<file path="src/rtl/flash_guard_pkg.sv">
package flash_guard_pkg;
  localparam int DEF_ADDR_W  = 22;  // 4M words
  localparam int DEF_MAIN_AW = 15;  // 32K-word main sector
  localparam int DEF_BOOT_AW = 12;  // 4K-word boot sector
  localparam int DEF_GRP_SH  = 2;   // four main sectors per group

  typedef enum logic {
    TGT_ARRAY  = 1'b0,
    TGT_SECURE = 1'b1
  } guard_tgt_e;
endpackage

</file>
<file path="src/rtl/fbg_rst_sync.sv">
module fbg_rst_sync (
  input  logic clk,
  input  logic rst_n,
  output logic rst_n_sync
);
  logic [1:0] sync_q;

  always_ff @(posedge clk or negedge rst_n) begin
    if (!rst_n) sync_q <= 2'b00;
    else        sync_q <= {sync_q[0], 1'b1};
  end

  assign rst_n_sync = sync_q[1];
endmodule

</file>
<file path="src/rtl/fbg_sect_map.sv">
module fbg_sect_map #(
  parameter int ADDR_W   = 22,
  parameter int MAIN_AW  = 15,
  parameter int BOOT_AW  = 12,
  parameter bit BOOT_TOP = 1'b1,
  parameter int GRP_SH   = 2,
  parameter int SECT_W   = 8,
  parameter int GRP_W    = 6
) (
  input  logic [ADDR_W-1:0] addr,
  output logic [SECT_W-1:0] sect,
  output logic [GRP_W-1:0]  grp,
  output logic              outer
);
  localparam int UP_W     = ADDR_W - MAIN_AW;
  localparam int SUB_W    = MAIN_AW - BOOT_AW;
  localparam int NUM_BOOT = 1 << SUB_W;
  localparam int NUM_MAIN = (1 << UP_W) - 1;
  localparam int NUM_MGRP = (NUM_MAIN + (1 << GRP_SH) - 1) >> GRP_SH;

  logic [UP_W-1:0]  upper;
  logic [SUB_W-1:0] sub;
  logic             in_boot;

  assign upper = addr[ADDR_W-1:MAIN_AW];
  assign sub   = addr[MAIN_AW-1:BOOT_AW];

  generate
    if (BOOT_TOP) begin : g_top
      always_comb begin
        in_boot = &upper;
        if (in_boot) begin
          sect = SECT_W'(NUM_MAIN) + SECT_W'(sub);
          grp  = GRP_W'(NUM_MGRP) + GRP_W'(sub);
        end else begin
          sect = SECT_W'(upper);
          grp  = GRP_W'(upper >> GRP_SH);
        end
        outer = in_boot && (sub >= SUB_W'(NUM_BOOT - 2));
      end
    end else begin : g_bot
      logic [UP_W-1:0] main_i;
      always_comb begin
        in_boot = ~|upper;
        main_i  = upper - UP_W'(1);
        if (in_boot) begin
          sect = SECT_W'(sub);
          grp  = GRP_W'(sub);
        end else begin
          sect = SECT_W'(NUM_BOOT) + SECT_W'(main_i);
          grp  = GRP_W'(NUM_BOOT) + GRP_W'(main_i >> GRP_SH);
        end
        outer = in_boot && (sub < SUB_W'(2));
      end
    end
  endgenerate
endmodule

</file>
<file path="src/rtl/fbg_prot_regs.sv">
module fbg_prot_regs #(
  parameter int NUM_GRP       = 40,
  parameter int GRP_W         = 6,
  parameter bit SEC_LOCK_INIT = 1'b0
) (
  input  logic               clk,
  input  logic               rst_n,
  input  logic               set_en,
  input  logic [GRP_W-1:0]   set_grp,
  input  logic               clr_all,
  input  logic               lock_en,
  output logic [NUM_GRP-1:0] grp_q,
  output logic               lock_q
);
  logic [NUM_GRP-1:0] grp_d;
  logic               grp_we;
  logic               lock_d;

  always_comb begin
    grp_we = clr_all | set_en;
    grp_d  = grp_q;
    if (clr_all)     grp_d = '0;
    else if (set_en) grp_d[set_grp] = 1'b1;
    lock_d = lock_q | lock_en;
  end

  always_ff @(posedge clk or negedge rst_n) begin
    if (!rst_n)      grp_q <= '0;
    else if (grp_we) grp_q <= grp_d;
  end

  always_ff @(posedge clk or negedge rst_n) begin
    if (!rst_n)       lock_q <= SEC_LOCK_INIT;
    else if (lock_en) lock_q <= lock_d;
  end

  p_lock_sticky_r5: assert property (@(posedge clk) disable iff (!rst_n)
    lock_q |=> lock_q);
  p_unprot_all_r6: assert property (@(posedge clk) disable iff (!rst_n)
    clr_all |=> (grp_q == '0));
  p_set_group_r3: assert property (@(posedge clk) disable iff (!rst_n)
    (set_en && !clr_all) |=> grp_q[$past(set_grp)]);
  p_hold_r7: assert property (@(posedge clk) disable iff (!rst_n)
    (!set_en && !clr_all) |=> $stable(grp_q));
endmodule

</file>
<file path="src/rtl/flash_boot_guard.sv">
module flash_boot_guard
  import flash_guard_pkg::*;
#(
  parameter int ADDR_W        = DEF_ADDR_W,
  parameter int MAIN_AW       = DEF_MAIN_AW,
  parameter int BOOT_AW       = DEF_BOOT_AW,
  parameter int GRP_SH        = DEF_GRP_SH,
  parameter bit BOOT_TOP      = 1'b1,
  parameter bit SEC_LOCK_INIT = 1'b0,
  localparam int NUM_BOOT = 1 << (MAIN_AW - BOOT_AW),
  localparam int NUM_MAIN = (1 << (ADDR_W - MAIN_AW)) - 1,
  localparam int NUM_SECT = NUM_BOOT + NUM_MAIN,
  localparam int NUM_GRP  = NUM_BOOT + ((NUM_MAIN + (1 << GRP_SH) - 1) >> GRP_SH),
  localparam int SECT_W   = $clog2(NUM_SECT),
  localparam int GRP_W    = $clog2(NUM_GRP)
) (
  input  logic              clk,
  input  logic              rst_n,
  input  logic              req_valid,
  input  logic              req_sec,
  input  logic [ADDR_W-1:0] req_addr,
  input  logic              prot_set,
  input  logic              unprot_all,
  input  logic              unprot_temp,
  input  logic              wp_n,
  input  logic              sec_lock,
  output logic              req_ok,
  output logic [SECT_W-1:0] sect_idx,
  output logic [GRP_W-1:0]  grp_idx
);
  logic               rst_n_s;
  logic               map_outer;
  logic [NUM_GRP-1:0] grp_q;
  logic               lock_q;
  logic               deny;
  guard_tgt_e         tgt;

  fbg_rst_sync u_rst (
    .clk        (clk),
    .rst_n      (rst_n),
    .rst_n_sync (rst_n_s)
  );

  fbg_sect_map #(
    .ADDR_W   (ADDR_W),
    .MAIN_AW  (MAIN_AW),
    .BOOT_AW  (BOOT_AW),
    .BOOT_TOP (BOOT_TOP),
    .GRP_SH   (GRP_SH),
    .SECT_W   (SECT_W),
    .GRP_W    (GRP_W)
  ) u_map (
    .addr  (req_addr),
    .sect  (sect_idx),
    .grp   (grp_idx),
    .outer (map_outer)
  );

  fbg_prot_regs #(
    .NUM_GRP       (NUM_GRP),
    .GRP_W         (GRP_W),
    .SEC_LOCK_INIT (SEC_LOCK_INIT)
  ) u_regs (
    .clk     (clk),
    .rst_n   (rst_n_s),
    .set_en  (prot_set),
    .set_grp (grp_idx),
    .clr_all (unprot_all),
    .lock_en (sec_lock),
    .grp_q   (grp_q),
    .lock_q  (lock_q)
  );

  always_comb begin
    tgt = req_sec ? TGT_SECURE : TGT_ARRAY;
    if (tgt == TGT_SECURE) deny = lock_q;
    else deny = (grp_q[grp_idx] & ~unprot_temp) | (map_outer & ~wp_n);
    req_ok = req_valid & ~deny;
  end

  p_wp_outer_r4: assert property (@(posedge clk) disable iff (!rst_n_s)
    (req_valid && !req_sec && map_outer && !wp_n) |-> !req_ok);
  p_sec_locked_r5: assert property (@(posedge clk) disable iff (!rst_n_s)
    (req_valid && req_sec && lock_q) |-> !req_ok);
  p_idle_r8: assert property (@(posedge clk) disable iff (!rst_n_s)
    !req_valid |-> !req_ok);
  p_sect_range_r2: assert property (@(posedge clk) disable iff (!rst_n_s)
    (sect_idx < SECT_W'(NUM_SECT)) && (grp_idx < GRP_W'(NUM_GRP)));
endmodule

</file>
<file path="config.mk">
export PLATFORM = sky130hd
export DESIGN_NAME = flash_boot_guard
export DESIGN_NICKNAME = d
export VERILOG_FILES = /design/src/rtl/flash_guard_pkg.sv /design/src/rtl/fbg_rst_sync.sv /design/src/rtl/fbg_sect_map.sv /design/src/rtl/fbg_prot_regs.sv /design/src/rtl/flash_boot_guard.sv
export SDC_FILE = /design/constraint.sdc
export NUM_CORES = 1
export LEC_CHECK = 0
export ABC_AREA = 1
export CORE_UTILIZATION = 30
export CTS_CLUSTER_SIZE = 24
export DETAILED_ROUTE_END_ITERATION = 16
export PLACE_DENSITY = 0.64
export RECOVER_POWER = 100
export SYNTH_ARGS = -nofsm -noshare
export SYNTH_HDL_FRONTEND = slang
export SYNTH_SLANG_ARGS = --single-unit
</file>
<file path="constraint.sdc">
create_clock -name clk -period 1.8 [get_ports clk]
set_input_delay 0.36 -clock clk [delete_from_list [all_inputs] [get_ports clk]]
set_output_delay 0.36 -clock clk [all_outputs]
set_load 0.005 [all_outputs]
</file>
==> results of run 1 <==
kinds of logic after synthesis:
logic type,count (synthesis)
fa+ha+maj,3
simple gates,173
flops,43
other cells,1
compound gates,50
buf+inv,58
stage by stage:
step	cells	instance area (µm²)	hold slack [ps]	util	power, mW
final	533	3610	291	0.467	2.03
after detailed placement	515	3300	331	0.427	1.39
after global routing	533	3610	291	0.467	2.14
after global placement	515	3300	331	0.427	1.39
after CTS	531	3570	214	0.462	2.05
after floorplan	328	2430	64.4	-	1.18
worst paths after layout:
path | from | end | slack, ps | cells after the start
hold reg to reg | u_rst.sync_q[0]$_DFF_PN0_ | u_rst.sync_q[1]$_DFF_PN0_ | 350 | 0
max in group asynchronous | u_rst.sync_q[1]$_DFF_PN0_ | u_regs.grp_q[27]$_DFFE_PN0P_ | 650 | 1
min in group clk | u_rst.sync_q[0]$_DFF_PN0_ | u_rst.sync_q[1]$_DFF_PN0_ | 350 | 0
setup reg to reg | u_rst.sync_q[1]$_DFF_PN0_ | u_regs.grp_q[27]$_DFFE_PN0P_ | 650 | 1
setup / recovery | req_addr[15] | req_ok | -490 | 17
hold / removal | rst_n | u_rst.sync_q[0]$_DFF_PN0_ | 290 | 1
flip-flops by register name, indices dropped and copies added, names as in the netlist:
name and flops:
u_regs.grp_q 40, u_rst.sync_q 2, u_regs.lock_q 1
worst max-delay path: cells and delay by family:
family        cells  cell delay [ps]
buf+inv           3              290
simple gates     14             1260
power groups by stage:
stage / clock (mW) / sequential [mW] / combinational [mW]
final: 0.621 / 0.982 / 0.428
after global routing: 0.685 / 0.983 / 0.470
after CTS: 0.649 / 0.982 / 0.419
after detailed placement: 0 / 1.00 / 0.388
after global placement: 0 / 1.00 / 0.385
after floorplan: 0 / 1.01 / 0.169
placed cells by master, fill, tap and decap left out, drive strengths merged:
cell           instances
a21oi                 40
and2                   1
buf                   84
clkbuf                13
clkdlybuf4s50          6
clkinv                 2
conb                   1
dfrtp                 43
dlygate4sd2            2
dlygate4sd3            2
ha                     3
inv                   50
nand2                109
nand3                 21
nor2                  38
nor3                   5
o211ai                 3
o21ai                  7
or2                    1
layout make-up:
| cell class | instances | area [µm²] |
|---|---|---|
| Clock buffer | 6 | 82.6 |
| Multi-Input combinational cell | 229 | 1260 |
| Inverter | 50 | 203 |
| Sequential cell | 43 | 1080 |
| Fill cell | 766 | 4120 |
| Timing Repair inverter | 1 | 8.76 |
| Tap cell | 102 | 128 |
| Clock inverter | 1 | 5.00 |
| Timing Repair Buffer | 101 | 846 |
repair_timing:
| action | CTS | global route |
|---|---|---|
| cloned | 3 | 0 |
| gates resized for setup | 117 | 36 |
| pin swaps | 23 | 9 |
| setup buffers | 6 | 4 |
| endpoints found under the setup margin | 55 | 14 |
| hold buffers | 0 | 0 |
routing by layer:
| layer | global-route usage | vias to the layer above |
|---|---|---|
| li1 | - | 1220 |
| met1 | 0.224 | 1132 |
| met2 | 0.294 | 60 |
| met3 | 0.0302 | 9 |
| met4 | 0.0463 | 0 |
| met5 | 0 | - |
==> reports/metrics.cfg, run 1 <==
[yosys]
synthFlopType=dfrtp_1
synth_fa_ha_area_frac=0.0157
synth_seq_cells=43
synthXorXnorAreaFrac=0
synth_enable_flop_cells=0
synth_most_common_cell=nand2_1
async_flop_share=1.00
synthMuxAreaShare=0
yosys.area.top_type_share=0.450
ys_top_cells_by_count=nand2_1 (103), inv_1 (48), dfrtp_1 (43)
syn-cell-area_um2=2390
synth.area.top_cells=dfrtp_1 (45%), nand2_1 (16%), a21oi_1 (8.4%), inv_1 (7.5%), nor2_1 (5.0%)
synth_simple_gate_area_share=0.320
syn_inst=328
yosysWarnings=0
avgSynthCellArea_um2=7.29
syn_nets=362
synth_compound_area_frac=0.108
ys_types=26
yosysTopAreaCell=dfrtp_1
synth-seq-area-share=0.450
synth_top_family_by_area=simple AND/OR/NAND/NOR gates

[detailed_routing]
dr_total_vias=2421
first_pass_iters=4
vias_per_cell=4.54
wl_per_cell_um=12.5
wl_met1_mm=2.98
top_layer_used=met4
met3_length_um=328
drtIter0Drc=122
met2WireLength_mm=3.25
drt.antenna.violating_nets=0
drc_errors=0
wl_mm=6.65

[sta]
grt_setup_unrepaired=yes
hold_viol=0
fin_tns_setup_ps=-989
slew_violations=0
setup_violations=7
finClkSkew_ps=5.01
relSlewSlack=0.301
tightest_slew_ps=1050
worst_slack_ps=-491
fmaxAchievable_mhz=437
period_needed_ps=2290
finalCritPeriodShare=1.27

[grt]
overflow=0
grt_max_degree=42
grt_first_pass_wirelength_mm=11.5
antenna_found_initial=0
grtUsageTotal=0.172
grt_pass1_vias=2442

[power]
seqPwrFrac=0.484
powerDensity_nw_per_um2=562
pwr-share-comb=0.211
intPower_mw=1.47
p_sw_frac=0.274
p_switching_mw=0.557
p_clk_frac=0.306
p_leak_nw=1.71
ir_worst_vdd_mv=0.370

[critical_path]
path_max_fanout=8
cp-start-kind=input port
critPathMaxStageDelay_ps=190
required_ps=1440
critPathArrivalTime_ps=1930
critPathKind=in2out
worstSetupEndpointType=output port
slowest_stage=nor2_4
crit_top_cell=nand2_1
crit_chain=buf_8 > nand2_8 > nor2_4 > nand2_4 > nand2_8 > nand2_8 > inv_12 > nand2_1 > nand3_1 > nand2_1 > nor2_1 > nand2_1 > nand3_1 > nand2_1 > nor2_1 > nor2_1 > buf_2

[cells_and_area]
antenna_cells=0
nets=465
drive_gt1_frac=0.341
area_growth_pct=51.2

[status]
violations=negative setup slack
run_status=finished, violations left

[cts]
clock-sinks=43
htreeDepth=2
cts-buffers-inserted=5
cts_tree=done
cts_buffer_depth=2
path_clk_slew_ps=70
worstSkewPairLatency_ps=290
root_buffer=clkbuf_8

[placement]
place.detailed.hpwl_mm=4.63
portBuffers=33
pre_cts_ws_ps=-1400
globalplace.congestion=0.816

[floorplanning]
row_count=32
start_util=0.309
dieArea_um2=8330
core_um2=7730
die_w_um=91.3
pin_count=46
fp.dieH_um=91.3

[worst_hold_path]
worstHoldPathType=in2async

[flow_run]
cap_violations=0

No activity file was read; power rests on OpenSTA's default activity.
==> run 2: changes to the inputs <==
--- a/config.mk
+++ b/config.mk
@@ -11,6 +11,7 @@
 export DETAILED_ROUTE_END_ITERATION = 16
 export PLACE_DENSITY = 0.64
 export RECOVER_POWER = 100
+export REMOVE_ABC_BUFFERS = 1
 export SYNTH_ARGS = -nofsm -noshare
 export SYNTH_HDL_FRONTEND = slang
 export SYNTH_SLANG_ARGS = --single-unit
==> reports/metrics.cfg, run 2 (same netlist as run 1, synthesis figures left out) <==
[detailed_routing]
vias_per_cell=4.54  ; about the same
drc_errors=0  ; unchanged
wl_mm=7.18  ; +7.9%
wl_per_cell_um=13.3  ; +6.5%
drt.antenna.violating_nets=0  ; unchanged
first_pass_iters=4  ; unchanged
dr_total_vias=2452  ; +1.3%
drtIter0Drc=98  ; -20%

[critical_path]
r2r_start=u_rst.sync_q[1]$_DFF_PN0_
crit_chain=buf_6 > nand2_4 > nor2_4 > nand3_4 > nand2_8 > buf_6 > nand2_1 > nand3_2 > nand2_1 > nor2_1 > nand2_1 > nand3_1 > nand2_1 > nor2_1 > nor2_1 > buf_2
critPathKind=in2out
critPathArrivalTime_ps=1980  ; +50 ps
required_ps=1440  ; about the same
reg2reg_to=u_regs.grp_q[31]$_DFFE_PN0P_
reg2reg_depth=1  ; unchanged
critical_path.endpoint=req_ok
cp-start-kind=input port
worstSetupEndpointType=output port
slowest_stage=nor2_4
critPathLaunch=req_addr[20]
path_max_fanout=5  ; -3
r2r_setup_slack_ps=650  ; about the same
critPathMaxStageDelay_ps=210  ; +20 ps
crit_top_cell=nand2_1

[grt]
grtUsageTotal=0.182  ; +0.00958
overflow=0  ; unchanged
grt_first_pass_wirelength_mm=11.9  ; +4.0%
grt_pass1_vias=2516  ; +3.0%
grt_max_degree=42  ; unchanged
antenna_found_initial=0  ; unchanged

[sta]
finClkSkew_ps=5.10  ; +0.0913 ps
hold_viol=0  ; unchanged
finalCritPeriodShare=1.30  ; +0.0300
grt_setup_unrepaired=yes
period_needed_ps=2340  ; +53.9 ps
relSlewSlack=0.309  ; +0.00716
worst_slack_ps=-545  ; -53.9 ps
tightest_slew_ps=1040  ; -10.7 ps
fmaxAchievable_mhz=426  ; -2.3%
holdWs_ps=284  ; -6.91 ps
setup_violations=7  ; unchanged
fin_tns_setup_ps=-1480  ; -491 ps
slew_violations=0  ; unchanged

[cells_and_area]
seq_area_um2=1080  ; unchanged
nets=472  ; +1.5%
multi_input_comb_area_um2=1310  ; +4.0%
final_cells=540  ; +1.3%
largestRegisters=u_regs.grp_q: 40 flops, u_rst.sync_q: 2 flops, u_regs.lock_q: 1 flops
final_common_cell=nand2_1
final_cell_mix=nand2_1 (92), buf_4 (57), dfrtp_1 (43)
nFillCells=765  ; -0.13%
drive_gt1_frac=0.342  ; +0.00140
final_core_util=0.487  ; +0.0196
top_register=u_regs.grp_q
largest_reg_flops=40  ; unchanged
area_growth_pct=57.5
antenna_cells=0  ; unchanged

[placement]
place.detailed.hpwl_mm=4.64  ; +0.21%
globalplace.congestion=0.945  ; +16%
portBuffers=33  ; unchanged
post-place-cells=511  ; -0.78%

[cts]
worstSkewPairLatency_ps=300  ; about the same
htreeDepth=2  ; unchanged
hold_buffers=0  ; unchanged
cts-buffers-inserted=5  ; unchanged
cts_buffer_depth=2  ; unchanged
clock-sinks=43  ; unchanged
root_buffer=clkbuf_8
cts_tree=done
path_clk_slew_ps=80  ; about the same

[power]
p_total_mw=2.18  ; +7.5%
ir_worst_vdd_mv=0.432  ; +17%
powerDensity_nw_per_um2=580  ; +3.2%
p_leak_nw=1.78  ; +3.9%

[floorplanning]
start_util=0.309  ; unchanged
dieArea_um2=8330  ; unchanged
core_um2=7730  ; unchanged
fp.dieH_um=91.3  ; unchanged
pin_count=46  ; unchanged
die_w_um=91.3  ; unchanged
row_count=32  ; unchanged

[flow_run]
cap_violations=0  ; unchanged

[status]
violations=negative setup slack
run_status=finished, violations left

[worst_hold_path]
worstHoldPathType=in2async

[run 2: cell count changes in the layout (fill, tap and decap cells not counted), moves of 3 or more]
cell           delta
buf_6             +4
dlygate4sd2_1     +4
nor2_4            +4
buf_4             -3
clkbuf_1          +3
clkbuf_2          -3
nand2_4           +3
nor2_1            -3
[run 2: layout make-up]
cell class,instances,share of cell area
Clock inverter,1,0.00798
Sequential cell,43,0.286
Timing Repair Buffer,109,0.250
Tap cell,102,0.0339
Clock buffer,6,0.0193
Inverter,50,0.0539
Multi-Input combinational cell,229,0.349
[run 2: stage by stage]
stage               instance area, µm²  setup slack (ps)
global route                      3760              -649
floorplan                         2330              -197
detailed placement                3220             -1360
CTS                               3620              -507
finish                            3760              -545
global placement                  3220             -1340
[run 2: how the worst min path moves through the flow]
stage / from / end / slack (ps) / cells past startpoint
after detailed placement: u_rst.sync_q[1]$_DFF_PN0_ / u_regs.grp_q[18]$_DFFE_PN0P_ / 330 / 1
after global routing: rst_n / u_rst.sync_q[0]$_DFF_PN0_ / 280 / 1
after floorplan: rst_n / u_rst.sync_q[0]$_DFF_PN0_ / 60 / 0
after global placement: u_rst.sync_q[1]$_DFF_PN0_ / u_regs.grp_q[2]$_DFFE_PN0P_ / 320 / 1
final: rst_n / u_rst.sync_q[0]$_DFF_PN0_ / 280 / 1
after CTS: rst_n / u_rst.sync_q[0]$_DFF_PN0_ / 210 / 1
[run 2: report_power, final]
group	switching (mW)	total, mW	internal (mW)	leakage [nW]
Sequential	0.00509	0.982	0.977	0.589
Combinational	0.250	0.467	0.217	1.14
Clock	0.328	0.735	0.407	0.0513
[run 2: worst max-delay path, delay by kind of cell]
family	cells	cell delay (ps)
buffers and inverters	3	310
AND/OR/NAND/NOR	13	1310
[run 2: routing by layer]
metal / track usage / share of wire / vias up
li1: - / - / 1231
met1: 0.231 / 0.45 / 1152
met2: 0.321 / 0.49 / 59
met3: 0.0268 / 0.037 / 10
met4: 0.0516 / 0.016 / 0
met5: 0 / 0 / -
[run 2: repair_timing]
item / 4_1_cts / 5_1_grt
pin swaps: 24 / 23
gates cloned: 2 / 0
endpoints found under the setup margin: 52 / 31
resized for setup: 129 / 35
buffers inserted: 16 / 6
